[config.mk]
export PLATFORM = sky130hd
export DESIGN_NAME = ipi_timer_unit
export DESIGN_NICKNAME = d
export VERILOG_FILES = /design/src/rtl/ipu_pkg.sv /design/src/rtl/ipu_decode.sv /design/src/rtl/ipu_pending.sv /design/src/rtl/ipu_readmux.sv /design/src/rtl/ipi_timer_unit.sv
export SDC_FILE = /design/constraint.sdc
export NUM_CORES = 1
export LEC_CHECK = 0
export BUFFER_PORTS_ARGS = -buffer_cell sky130_fd_sc_hd__buf_2
export CORE_MARGIN = 4
export CORE_UTILIZATION = 39
export CTS_CLUSTER_DIAMETER = 40
export DETAILED_ROUTE_END_ITERATION = 16
export PLACE_DENSITY = 0.9
export SETUP_SLACK_MARGIN = 0.5
export SLEW_MARGIN = 20
export SYNTH_ARGS = -nofsm -noshare
export SYNTH_HDL_FRONTEND = slang
export SYNTH_SLANG_ARGS = --single-unit
[constraint.sdc]
create_clock -name clk -period 2.77 [get_ports clk]
set_clock_uncertainty 0.05 [all_clocks]
set_input_delay 0.1385 -clock clk [delete_from_list [all_inputs] [get_ports clk]]
set_output_delay 0.1385 -clock clk [all_outputs]
set_load 0.02 [all_outputs]
[src/rtl/ipu_pkg.sv]
package ipu_pkg;

    localparam int MAX_CPUS   = 4;
    localparam int ADDR_W     = 3;
    localparam int DATA_W     = 32;
    localparam int ID_W       = 2;

    localparam int POST_LSB   = 12;
    localparam int IPICLR_LSB = 8;
    localparam int TMRCLR_LSB = 4;
    localparam int ACK_BIT    = 28;

    typedef logic [MAX_CPUS-1:0] cpu_vec_t;

    typedef enum logic [ADDR_W-1:0] {
        REG_CTRL     = 3'd0,
        REG_IPI_SET  = 3'd1,
        REG_IPI_CLR  = 3'd2,
        REG_TMR_CLR  = 3'd3,
        REG_IPI_STAT = 3'd4,
        REG_TMR_STAT = 3'd5
    } reg_addr_e;

    typedef struct packed {
        cpu_vec_t ipi_set;
        cpu_vec_t ipi_clr;
        cpu_vec_t tmr_clr;
        logic     unsupported;
        logic     zero_mask;
    } op_t;

    function automatic cpu_vec_t present_mask(input int n);
        cpu_vec_t m;
        for (int i = 0; i < MAX_CPUS; i++) begin
            m[i] = (i < n);
        end
        return m;
    endfunction

endpackage

[src/rtl/ipu_decode.sv]
module ipu_decode
    import ipu_pkg::*;
#(
    parameter int NUM_CPUS = 4
) (
    input  logic              wr_en,
    input  logic [ADDR_W-1:0] addr,
    input  logic [DATA_W-1:0] wdata,
    output op_t               op
);
    localparam cpu_vec_t PRESENT = present_mask(NUM_CPUS);

    cpu_vec_t low_mask;
    cpu_vec_t post_f, iclr_f, tclr_f;
    logic     unused_upper;

    assign low_mask = wdata[MAX_CPUS-1:0] & PRESENT;
    assign post_f   = wdata[POST_LSB   +: MAX_CPUS] & PRESENT;
    assign iclr_f   = wdata[IPICLR_LSB +: MAX_CPUS] & PRESENT;
    assign tclr_f   = wdata[TMRCLR_LSB +: MAX_CPUS] & PRESENT;
    assign unused_upper = ^{wdata[DATA_W-1:ACK_BIT+1], wdata[ACK_BIT-1:POST_LSB+MAX_CPUS]};

    always_comb begin
        op = '0;
        if (wr_en) begin
            case (addr)
                REG_CTRL: begin
                    op.ipi_set     = post_f;
                    op.ipi_clr     = iclr_f;
                    op.tmr_clr     = tclr_f;
                    op.unsupported = (post_f == '0) && (iclr_f == '0) &&
                                     (tclr_f == '0) && !wdata[ACK_BIT];
                end
                REG_IPI_SET: begin
                    op.ipi_set   = low_mask;
                    op.zero_mask = (low_mask == '0);
                end
                REG_IPI_CLR: begin
                    op.ipi_clr   = low_mask;
                    op.zero_mask = (low_mask == '0);
                end
                REG_TMR_CLR: begin
                    op.tmr_clr   = low_mask;
                    op.zero_mask = (low_mask == '0);
                end
                default: op.unsupported = 1'b1;
            endcase
        end
    end
endmodule

[src/rtl/ipu_pending.sv]
module ipu_pending
    import ipu_pkg::*;
#(
    parameter int NUM_CPUS = 4,
    parameter bit SET_WINS = 1'b0
) (
    input  logic     clk,
    input  logic     rst,
    input  cpu_vec_t set_mask,
    input  cpu_vec_t clr_mask,
    output cpu_vec_t pend,
    output logic     dup_set,
    output logic     miss_clr
);
    localparam cpu_vec_t PRESENT = present_mask(NUM_CPUS);

    cpu_vec_t nxt;

    generate
        if (SET_WINS) begin : g_set_wins
            assign nxt      = (pend & ~clr_mask) | set_mask;
            assign miss_clr = |(clr_mask & ~pend);

            assert_tick_R9: assert property (@(posedge clk) disable iff (rst)
                (|set_mask) |=> ((pend & $past(set_mask)) == $past(set_mask)));
            assert_clear_R3: assert property (@(posedge clk) disable iff (rst)
                (|(clr_mask & ~set_mask)) |=> ((pend & $past(clr_mask & ~set_mask)) == '0));
        end else begin : g_clr_wins
            assign nxt      = (pend | set_mask) & ~clr_mask;
            assign miss_clr = |(clr_mask & ~(pend | set_mask));

            assert_set_R2: assert property (@(posedge clk) disable iff (rst)
                (|(set_mask & ~clr_mask)) |=>
                ((pend & $past(set_mask & ~clr_mask)) == $past(set_mask & ~clr_mask)));
            assert_clr_wins_R4: assert property (@(posedge clk) disable iff (rst)
                (|clr_mask) |=> ((pend & $past(clr_mask)) == '0));
        end
    endgenerate

    assign dup_set = |(set_mask & pend);

    always_ff @(posedge clk) begin
        if (rst) pend <= '0;
        else     pend <= nxt & PRESENT;
    end

    assert_reset_R1: assert property (@(posedge clk) rst |=> (pend == '0));
endmodule

[src/rtl/ipu_readmux.sv]
module ipu_readmux
    import ipu_pkg::*;
(
    input  logic [ADDR_W-1:0] addr,
    input  cpu_vec_t          ipi_pend,
    input  cpu_vec_t          tmr_pend,
    input  logic [ID_W-1:0]   req_cpu,
    output logic [DATA_W-1:0] rdata
);
    always_comb begin
        rdata = '0;
        case (addr)
            REG_CTRL: begin
                rdata[IPICLR_LSB +: MAX_CPUS] = ipi_pend;
                rdata[TMRCLR_LSB +: MAX_CPUS] = tmr_pend;
                rdata[ID_W-1:0]               = req_cpu;
            end
            REG_IPI_STAT: rdata[MAX_CPUS-1:0] = ipi_pend;
            REG_TMR_STAT: rdata[MAX_CPUS-1:0] = tmr_pend;
            default:      rdata = '0;
        endcase
    end
endmodule

[src/rtl/ipi_timer_unit.sv]
module ipi_timer_unit
    import ipu_pkg::*;
#(
    parameter int NUM_CPUS = 4
) (
    input  logic              clk,
    input  logic              rst,
    input  logic              wr_en,
    input  logic [2:0]        addr,
    input  logic [31:0]       wdata,
    input  logic [1:0]        req_cpu,
    input  logic              tick,
    output logic [31:0]       rdata,
    output logic [3:0]        ipi_irq,
    output logic [3:0]        tmr_irq,
    output logic              warn_dup_post,
    output logic              warn_empty_clear,
    output logic              err_zero_mask,
    output logic              err_unsupported
);
    localparam cpu_vec_t PRESENT = present_mask(NUM_CPUS);

    op_t      op;
    cpu_vec_t ipi_pend, tmr_pend, tick_mask;
    logic     ipi_dup, ipi_miss;
    logic     unused_tmr_dup, unused_tmr_miss;

    assign tick_mask = tick ? PRESENT : '0;

    ipu_decode #(.NUM_CPUS(NUM_CPUS)) u_decode (
        .wr_en (wr_en),
        .addr  (addr),
        .wdata (wdata),
        .op    (op)
    );

    ipu_pending #(.NUM_CPUS(NUM_CPUS), .SET_WINS(1'b0)) u_ipi (
        .clk      (clk),
        .rst      (rst),
        .set_mask (op.ipi_set),
        .clr_mask (op.ipi_clr),
        .pend     (ipi_pend),
        .dup_set  (ipi_dup),
        .miss_clr (ipi_miss)
    );

    ipu_pending #(.NUM_CPUS(NUM_CPUS), .SET_WINS(1'b1)) u_tmr (
        .clk      (clk),
        .rst      (rst),
        .set_mask (tick_mask),
        .clr_mask (op.tmr_clr),
        .pend     (tmr_pend),
        .dup_set  (unused_tmr_dup),
        .miss_clr (unused_tmr_miss)
    );

    ipu_readmux u_read (
        .addr     (addr),
        .ipi_pend (ipi_pend),
        .tmr_pend (tmr_pend),
        .req_cpu  (req_cpu),
        .rdata    (rdata)
    );

    assign ipi_irq = ipi_pend;
    assign tmr_irq = tmr_pend;

    always_ff @(posedge clk) begin
        if (rst) begin
            warn_dup_post    <= 1'b0;
            warn_empty_clear <= 1'b0;
            err_zero_mask    <= 1'b0;
            err_unsupported  <= 1'b0;
        end else begin
            warn_dup_post    <= ipi_dup;
            warn_empty_clear <= ipi_miss;
            err_zero_mask    <= op.zero_mask;
            err_unsupported  <= op.unsupported;
        end
    end

    assert_unsup_quiet_R7: assert property (@(posedge clk) disable iff (rst)
        err_unsupported |-> $stable(ipi_irq));
    assert_zero_mask_quiet_R8: assert property (@(posedge clk) disable iff (rst)
        err_zero_mask |-> $stable(ipi_irq));
    assert_dup_keeps_R5: assert property (@(posedge clk) disable iff (rst)
        warn_dup_post |-> (ipi_irq != '0));
    assert_absent_quiet_R11: assert property (@(posedge clk) disable iff (rst)
        ((ipi_irq | tmr_irq) & ~PRESENT) == '0);
endmodule

### After elaboration in Yosys (flattened, before gate mapping)

Cells that the tools add are included.

| cells by class | value |
|---|---|
| reduce and logical (&&, ||, !) cells | 14 |
| bitwise gates (word level) | 11 |
| eq/ne operators | 5 |
| mux-type cells | 10 |

Operator list:

| kind | number |
|---|---|
| $pmux W4 S2 | 3 |
| $and A4 B4 Y4 | 4 |
| $logic_not A4 Y1 | 4 |
| $mux W14 | 1 |
| $not A4 Y4 | 3 |
| $mux W8 | 1 |
| $or A4 B4 Y4 | 2 |
| $reduce_or A4 Y1 | 2 |
| $eq A3 B2 Y1 const B | 2 |
| $eq A3 B3 Y1 const B | 2 |
| $pmux W2 S3 | 1 |
| $reduce_or A3 Y1 | 2 |
| $mux W4 | 1 |
| $pmux W2 S2 | 1 |
| $eq A3 B1 Y1 const B | 1 |
| $logic_and A1 B1 Y1 | 3 |
| $logic_not A3 Y1 | 1 |
| $not A1 Y1 | 2 |
| $pmux W1 S2 | 1 |
| $reduce_or A2 Y1 | 1 |
| $logic_not A1 Y1 | 1 |
| $mux W1 | 1 |

| word-level totals | value |
|---|---|
| register bits after elaboration | 12 |

### Depth between registers and ports, before layout

Gate-level depths: netlist (run 1).

| depth | value |
|---|---|
| depth after elaboration | 10 |
| mapped depth | 6 |

### By module

A second synthesis (run 1) with hierarchy kept.

| unflattened totals | value |
|---|---|
| cell total of the unflattened synthesis | 142 |
| area total of the unflattened synthesis | 1119.8 um^2 |

By module, submodules not included:

| module | times used | cells each | area an instance (um^2) | seq. area each (um^2) |
|---|---|---|---|---|
| ipu_readmux | 1 | 47 | 339.1 | 0.0 |
| ipu_decode | 1 | 43 | 305.3 | 0.0 |
| ipu_pending at u_tmr | 1 | 24 | 198.9 | 80.1 |
| ipu_pending at u_ipi | 1 | 20 | 171.4 | 80.1 |
| ipi_timer_unit | 1 | 8 | 105.1 | 80.1 |

### Worst setup path before layout (run 1)

Ideal clock, no wire load.

| timing | value |
|---|---|
| path type | input to output |
| start | input addr[0] |
| end | output rdata[10] |
| data required time | 2.582 ns |
| arrival time | 1.045 ns |
| slack | 1.537 ns |
| buffers on the path | 2 |
| cell stages on the path | 4 |
| cell sequence | buf_6 -> buf_6 -> nor3_1 -> and2_1 |

| between the ends | value |
|---|---|
| cells in the longest elaborated chain, start to end | 2 |

Ends and longest elaborated chain:

| element | line | source |
|---|---|---|
| start, declared | ipi_timer_unit.sv:9 | `input logic [2:0] addr,` |
| $logic_not A3 Y1 | ipu_readmux.sv:12 | `case (addr)` |
| $mux W8 | ipu_readmux.sv:12 |  |
| end, declared | ipi_timer_unit.sv:13 | `output logic [31:0] rdata,` |

No other way between the ends.

### Final worst setup path (run 1)

| timing | value |
|---|---|
| start | input addr[0] |
| end | output rdata[7] |

Same word-level chain as after synthesis.

==> results of run 1 <==
[final cells by class]
cell class	count	area, um2	share of cell area (%)
Sequential cell	12	240	20.9
Tap cell	30	37.5	3.26
Multi-Input combinational cell	95	597	51.9
Timing Repair Buffer	49	245	21.3
Inverter	2	7.51	0.653
Clock buffer	3	22.5	1.96
[cell families after synthesis]
group | after synthesis | share of synthesized area, %
AND/OR/NAND/NOR | 39 | 24.2
multiplexers | 12 | 13.5
AO/OA/AOI/OAI | 24 | 14.8
flip-flops | 12 | 24.2
buffers and inverters | 29 | 23.0
other | 1 | 0.377
[worst paths after layout]
kind         depth (start not counted)                      from                          end  slack (ns)
max reg2reg                          4  u_ipi.pend[3]$_SDFF_PP0_  warn_empty_clear$_SDFF_PP0_        1.78
max                                  4                   addr[0]                     rdata[7]        1.19
min reg2reg                          2  u_tmr.pend[1]$_SDFF_PP0_     u_tmr.pend[1]$_SDFF_PP0_        0.47
min                                  2                  wdata[3]     err_zero_mask$_SDFF_PP0_       0.007
[power by group through the flow]
| stage | clock [mW] | combinational, mW | sequential (mW) |
|---|---|---|---|
| after floorplan | 0 | 0.111 | 0.200 |
| after global placement | 0 | 0.133 | 0.191 |
| after detailed placement | 0 | 0.134 | 0.191 |
| after CTS | 0.114 | 0.135 | 0.187 |
| after global routing | 0.118 | 0.147 | 0.189 |
| final | 0.113 | 0.135 | 0.188 |
[layer usage]
metal  vias up  share of wire, %
li1        471                 -
met3         5                10
met5         -                 0
met4         0               1.3
met1       446                39
met2        47                50
[per-stage QoR]
step	std cells	cell area, um2	power, mW	hold slack (ns)
2_1_floorplan	136	1070	0.311	0.159
3_3_place_gp	188	1130	0.324	0.306
6_report	191	1150	0.436	0.00679
5_1_grt	191	1150	0.453	0.0195
3_5_place_dp	188	1130	0.325	0.309
4_1_cts	191	1150	0.436	0.00500
[flip-flops by register name, summed over array words and instances (netlist names)]
register,flops
err_unsupported,1
err_zero_mask,1
u_ipi.pend,4
u_tmr.pend,4
warn_dup_post,1
warn_empty_clear,1
[cell usage after synthesis (all sizes together) (2+ instances only)]
library cell and number:
buf 26, dfxtp 12, nor3 11, a21oi 10, and2 9, mux2i 7, a22oi 6, nor2 6
mux2 5, nor4 4, o21ai 4, nor3b 3, inv 2, nand3 2
[worst register-to-register path, stage by stage, from the launching register on]
cell,delay (ns)
dfxtp_1,0.41
inv_1,0.06
o31a_1,0.11
a22oi_1,0.16
a21oi_1,0.09
==> run_summary.xml, run 1 <==
<?xml version="1.0" encoding="UTF-8"?>
<metrics>
  <group name="cts">
    <metric name="path_clk_slew" unit="ns">0.08</metric>
    <metric name="cts_max_level" unit="">1</metric>
    <metric name="tritoncts.num_buffers" unit="">3</metric>
    <metric name="ctsLongestPathBuffers" unit="">2</metric>
    <metric name="cts_tree" unit="">yes</metric>
    <metric name="cts_setup_buffers" unit="">0</metric>
    <metric name="ctsResizeCount" unit="">0</metric>
    <metric name="clock_tree.root_cell" unit="">clkbuf_4</metric>
    <metric name="clkLatencyLatePin" unit="ns">0.28</metric>
    <metric name="holdBufCountCts" unit="">0</metric>
    <metric name="clkSinkCount" unit="">12</metric>
  </group>
  <group name="timing">
    <metric name="total_negative_slack_for_setup_checks" unit="ns">0</metric>
    <metric name="grt_setup_unrepaired" unit="">false</metric>
    <metric name="max_freq" unit="GHz">0.634</metric>
    <metric name="maxSlewHeadroom" unit="%">51.8</metric>
    <metric name="slew_at_the_pin_closest_to_its_max_slew_limit" unit="ns">0.718</metric>
    <metric name="hold_viol_final" unit="">0</metric>
    <metric name="setup_viol" unit="">0</metric>
    <metric name="final_min_period_over_clock_period" unit="%">56.9</metric>
    <metric name="final_critical_path_setup_slack" unit="ns">1.19</metric>
    <metric name="period_minus_slack" unit="ns">1.58</metric>
    <metric name="maxSlewViolCount" unit="">0</metric>
  </group>
  <group name="route">
    <metric name="routed-via-count" unit="">969</metric>
    <metric name="wire_per_inst" unit="um">13.4</metric>
    <metric name="detail_route.drc_violations" unit="">0</metric>
    <metric name="first_iter_violations" unit="">39</metric>
    <metric name="routed_wl" unit="um">2550</metric>
    <metric name="drt.antenna.violating_nets" unit="">0</metric>
    <metric name="detail_route.vias_per_cell" unit="">5.07</metric>
    <metric name="first_pass_iters" unit="">4</metric>
  </group>
  <group name="worst_setup_path">
    <metric name="worst-path-buf-inv" unit="">2</metric>
    <metric name="worst_setup_path_start_kind" unit="">input port</metric>
    <metric name="path_class" unit="">in -&gt; out</metric>
    <metric name="worst_path_max_delay_cell" unit="">nor3_1</metric>
    <metric name="critical_path.max_stage_delay" unit="ns">0.64</metric>
    <metric name="cpLargestDelayFamily" unit="">simple AND/OR/NAND/NOR gates</metric>
    <metric name="cp.required" unit="ns">2.58</metric>
    <metric name="crit_path_end_kind" unit="">output pin</metric>
    <metric name="cp_data_arrival_time" unit="ns">1.39</metric>
    <metric name="worst_path_most_repeated_cell" unit="">buf_2</metric>
    <metric name="critical_path.cell_chain" unit="">buf_2, nor3_1, and2_1, buf_2</metric>
    <metric name="critical_path_peak_fanout" unit="">19</metric>
  </group>
  <group name="floorplan">
    <metric name="initial_cell_density_of_the_core" unit="%">40.5</metric>
    <metric name="fp.dieArea" unit="um2">3420</metric>
    <metric name="die_span_in_x" unit="um">58.5</metric>
    <metric name="core_region_area" unit="um2">2450</metric>
    <metric name="fp.dieH" unit="um">58.5</metric>
    <metric name="floorplan.rows" unit="">18</metric>
    <metric name="pin_count" unit="">85</metric>
  </group>
  <group name="pwr">
    <metric name="swShare" unit="%">36.2</metric>
    <metric name="leakagePower" unit="nW">0.580</metric>
    <metric name="power_per_cell_area" unit="nW/um2">379</metric>
    <metric name="sequentialPowerShare" unit="%">43.0</metric>
    <metric name="power.ir.vdd_worst" unit="V">0.000182</metric>
    <metric name="clock_network_fraction_of_design_power" unit="%">25.9</metric>
    <metric name="net-switching-power" unit="mW">0.158</metric>
    <metric name="cellInternalPower" unit="mW">0.278</metric>
    <metric name="comb_power_share" unit="%">31.1</metric>
  </group>
  <group name="layout">
    <metric name="finish.net_count" unit="">204</metric>
    <metric name="final_core_utilization" unit="%">46.8</metric>
    <metric name="num-fill-cells" unit="">263</metric>
    <metric name="drive_gt1_share" unit="%">37.9</metric>
    <metric name="area_growth_syn_to_layout" unit="%">15.6</metric>
    <metric name="layout_common_cells" unit="">buf_2, conb_1, dfxtp_1</metric>
    <metric name="num_antenna_cells" unit="">0</metric>
    <metric name="final_common_cell" unit="">buf_2</metric>
  </group>
  <group name="synthesis">
    <metric name="synth.cell_area" unit="um2">995</metric>
    <metric name="synth_area_per_cell" unit="um2">8.50</metric>
    <metric name="count_of_flip_flops_with_a_built_in_enable_after_synthesis" unit="">0</metric>
    <metric name="async_flop_share" unit="%">0</metric>
    <metric name="ys_seq_area_share" unit="%">24.2</metric>
    <metric name="postSynthRegisterBits" unit="">12</metric>
    <metric name="synth_top_cells_by_area" unit="">dfxtp_1, buf_4, mux2i_1, buf_6, and2_1</metric>
    <metric name="yosys.area.top_type_share" unit="%">24.2</metric>
    <metric name="synth_top_cell_by_area" unit="">dfxtp_1</metric>
    <metric name="yosys_most_used_dff" unit="">dfxtp_1</metric>
    <metric name="synth_cells" unit="">117</metric>
    <metric name="yosysUniqueCellTypes" unit="">29</metric>
    <metric name="yosys_warnings" unit="">0</metric>
  </group>
  <group name="grt">
    <metric name="use_met2" unit="%">25.7</metric>
    <metric name="global_route.overflow_total" unit="">0</metric>
    <metric name="grt_usage" unit="%">14.4</metric>
    <metric name="grt_max_degree" unit="">20</metric>
    <metric name="antenna_found_initial" unit="">0</metric>
    <metric name="grt_first_pass_wirelength" unit="um">3760</metric>
    <metric name="first_global_vias" unit="">855</metric>
    <metric name="met3_track_demand_over_resource_in_global_routing" unit="%">4.17</metric>
    <metric name="grt.busiest_layer" unit="">met2</metric>
    <metric name="met1_usage_in_global_routing" unit="%">16.1</metric>
  </group>
  <group name="place">
    <metric name="numPortBuffers" unit="">49</metric>
    <metric name="place_hpwl" unit="um">2070</metric>
    <metric name="pre_cts_slack" unit="ns">1.14</metric>
    <metric name="finalWeightedCongestion" unit="">0.902</metric>
  </group>
  <group name="flow_run">
    <metric name="drv.max_cap_violation_count" unit="">0</metric>
  </group>
  <group name="outcome">
    <metric name="outcome" unit="">complete, no violations</metric>
  </group>
  <group name="min_path">
    <metric name="worst_hold_path_type" unit="">in -&gt; reg</metric>
  </group>
</metrics>
(Power assumes the default switching activity.)
==> run 2: changes to the inputs <==
- CORE_UTILIZATION: 39 -> 34
- PLACE_DENSITY: 0.9 -> 0.84
- clock period: 2.77 -> 1.3 ns (I/O delays scaled with it)
==> run 2 against run 1 <==
Net effect: the run now ends with negative hold slack, negative setup slack left; worst setup slack worse by 1.3 ns; largest cell class unchanged; die area is 13% higher; critical endpoint is now rdata[0]; clock power grew to 2.7 times the previous value; clock-buffer cell count is 1 higher; cell area is 38% higher.
==> run_summary.xml, run 2 (synthesis results as in run 1) <==
<?xml version="1.0" encoding="UTF-8"?>
<metrics>
  <group name="grt">
    <metric name="antenna_found_initial" unit="">0</metric>
    <metric name="grt_usage" unit="%">14.8</metric>
    <metric name="global_route.overflow_total" unit="">0</metric>
    <metric name="grt_max_degree" unit="">14</metric>
    <metric name="grt_first_pass_wirelength" unit="um">4220</metric>
    <metric name="first_global_vias" unit="">884</metric>
  </group>
  <group name="outcome">
    <metric name="failed_checks" unit="">negative hold slack, negative setup slack</metric>
    <metric name="outcome" unit="">finished, violations left</metric>
  </group>
  <group name="worst_setup_path">
    <metric name="worst_r2r_path_depth" unit="">5</metric>
    <metric name="cp_data_arrival_time" unit="ns">1.25</metric>
    <metric name="reg2reg_setup_slack" unit="ns">0.28</metric>
    <metric name="cpLargestDelayFamily" unit="">flip-flops</metric>
    <metric name="worst_setup_path_start_kind" unit="">flop</metric>
    <metric name="critical_path_peak_fanout" unit="">2</metric>
    <metric name="critical_path.cell_chain" unit="">mux2_4, a22oi_2, nor2_2, buf_6</metric>
    <metric name="cp.required" unit="ns">1.19</metric>
    <metric name="worst_path_max_delay_cell" unit="">dfxtp_2</metric>
    <metric name="crit_path_end_kind" unit="">output pin</metric>
    <metric name="worst_r2r_startpoint" unit="">u_ipi.pend[3]$_SDFF_PP0_</metric>
    <metric name="critical_path.max_stage_delay" unit="ns">0.33</metric>
    <metric name="worst-path-buf-inv" unit="">1</metric>
    <metric name="path_class" unit="">reg -&gt; out</metric>
    <metric name="regToRegEndpoint" unit="">warn_empty_clear$_SDFF_PP0_</metric>
  </group>
  <group name="timing">
    <metric name="hold_slack" unit="ns">-0.0659</metric>
    <metric name="total_negative_slack_for_setup_checks" unit="ns">-0.0734</metric>
    <metric name="period_minus_slack" unit="ns">1.37</metric>
    <metric name="setup_viol" unit="">2</metric>
    <metric name="hold_viol_final" unit="">1</metric>
    <metric name="max_freq" unit="GHz">0.733</metric>
    <metric name="final_min_period_over_clock_period" unit="%">105</metric>
    <metric name="final_critical_path_setup_slack" unit="ns">-0.0651</metric>
    <metric name="grt_setup_unrepaired" unit="">true</metric>
    <metric name="maxSlewViolCount" unit="">0</metric>
  </group>
  <group name="min_path">
    <metric name="min_path_cells" unit="">2</metric>
    <metric name="hold-path-endpoint" unit="">err_zero_mask$_SDFF_PP0_</metric>
    <metric name="worstHoldStart" unit="">wdata[3]</metric>
    <metric name="worst_hold_path_type" unit="">in -&gt; reg</metric>
  </group>
  <group name="floorplan">
    <metric name="fp.dieArea" unit="um2">3860</metric>
    <metric name="initial_cell_density_of_the_core" unit="%">35.8</metric>
    <metric name="core_region_area" unit="um2">2780</metric>
    <metric name="fp.dieH" unit="um">62.1</metric>
    <metric name="pin_count" unit="">85</metric>
    <metric name="floorplan.rows" unit="">19</metric>
    <metric name="die_span_in_x" unit="um">62.1</metric>
  </group>
  <group name="flow_run">
    <metric name="drv.max_cap_violation_count" unit="">0</metric>
  </group>
  <group name="cts">
    <metric name="clkSinkCount" unit="">12</metric>
    <metric name="clkLatencyLatePin" unit="ns">0.28</metric>
    <metric name="cts_tree" unit="">yes</metric>
    <metric name="clock_tree.root_cell" unit="">clkbuf_4</metric>
    <metric name="tritoncts.num_buffers" unit="">3</metric>
    <metric name="path_clk_slew" unit="ns">0.08</metric>
    <metric name="ctsLongestPathBuffers" unit="">2</metric>
    <metric name="cts_max_level" unit="">1</metric>
  </group>
  <group name="layout">
    <metric name="final_common_cell" unit="">buf_6</metric>
    <metric name="reg_top3" unit="">u_ipi.pend x4, u_tmr.pend x4</metric>
    <metric name="area_growth_syn_to_layout" unit="%">59.7</metric>
    <metric name="drive_gt1_share" unit="%">62.9</metric>
    <metric name="num_antenna_cells" unit="">0</metric>
    <metric name="layout_common_cells" unit="">buf_6, buf_2, conb_1</metric>
    <metric name="postLayoutCellArea" unit="um2">1590</metric>
    <metric name="finish.net_count" unit="">217</metric>
  </group>
  <group name="route">
    <metric name="detail_route.drc_violations" unit="">0</metric>
    <metric name="routed_wl" unit="um">3030</metric>
    <metric name="wire_per_inst" unit="um">14.7</metric>
    <metric name="first_iter_violations" unit="">18</metric>
    <metric name="routed-via-count" unit="">1043</metric>
    <metric name="drt.antenna.violating_nets" unit="">0</metric>
    <metric name="first_pass_iters" unit="">4</metric>
    <metric name="detail_route.vias_per_cell" unit="">5.06</metric>
  </group>
  <group name="pwr">
    <metric name="leakagePower" unit="nW">0.713</metric>
    <metric name="power.ir.vdd_worst" unit="V">0.000472</metric>
    <metric name="power_per_cell_area" unit="nW/um2">704</metric>
  </group>
  <group name="place">
    <metric name="finalWeightedCongestion" unit="">0.818</metric>
    <metric name="numPortBuffers" unit="">49</metric>
    <metric name="placement.cell_area" unit="um2">1230</metric>
    <metric name="place_hpwl" unit="um">2160</metric>
    <metric name="pre_cts_slack" unit="ns">-0.143</metric>
  </group>
</metrics>
-- run 2: layer usage --
| layer | vias to the layer above | global-route usage (%) | share of wire [%] |
|---|---|---|---|
| met1 | 480 | 19.3 | 40 |
| met3 | 6 | 1.65 | 7.3 |
| met2 | 58 | 25.3 | 51 |
| li1 | 499 | - | - |
| met4 | 0 | 4.55 | 1.7 |
| met5 | - | 0 | 0 |
-- run 2: worst max-delay path by stage --
stage                     cells after the start                     start  slack [ns]                          end
after floorplan                               6                   addr[2]        0.21  warn_empty_clear$_SDFF_PP0_
after global placement                        4                   addr[0]        -0.1                     rdata[4]
after detailed placement                      4                   addr[0]       -0.14                     rdata[4]
after CTS                                     4  u_tmr.pend[0]$_SDFF_PP0_       -0.02                     rdata[0]
after global routing                          4  u_tmr.pend[0]$_SDFF_PP0_       -0.11                     rdata[0]
final                                         4  u_tmr.pend[0]$_SDFF_PP0_       -0.07                     rdata[0]
-- run 2: worst reg2reg max path, delay by kind of cell (launching register included) --
kind            cells  cell delay, ns
flops               1            0.39
compound gates      3            0.33
buf+inv             2            0.13
-- run 2: final cells by class --
cell class / count / area (um2)
Clock buffer: 4 / 36.3
Timing Repair Buffer: 62 / 503
Multi-Input combinational cell: 95 / 736
Sequential cell: 12 / 268
Fill cell: 255 / 1190
Tap cell: 31 / 38.8
Inverter: 2 / 7.51
-- run 2: per-stage QoR --
stage               utilization (%)  cells  total power, mW
finish                         57.1    206             1.12
global route                   57.1    206             1.17
CTS                            51.5    202             1.07
detailed placement             44.1    196            0.727
global placement               44.1    196            0.723
floorplan                         -    136            0.683
-- run 2: power breakdown --
part | leakage [nW] | total (mW) | switching [mW] | internal, mW
Combinational | 0.587 | 0.414 | 0.233 | 0.182
Clock | 0.0210 | 0.301 | 0.131 | 0.171
Sequential | 0.105 | 0.402 | 0.0199 | 0.382
Total | 0.713 | 1.12 | 0.384 | 0.734
-- run 2: what timing repair did --
| action | in CTS | in global routing |
|---|---|---|
| hold endpoints to repair | 1 | 1 |
| resized for setup | 52 | 36 |
| setup buffers | 2 | 4 |
| pin swaps | 2 | 9 |
| endpoints found under the setup margin | 34 | 36 |
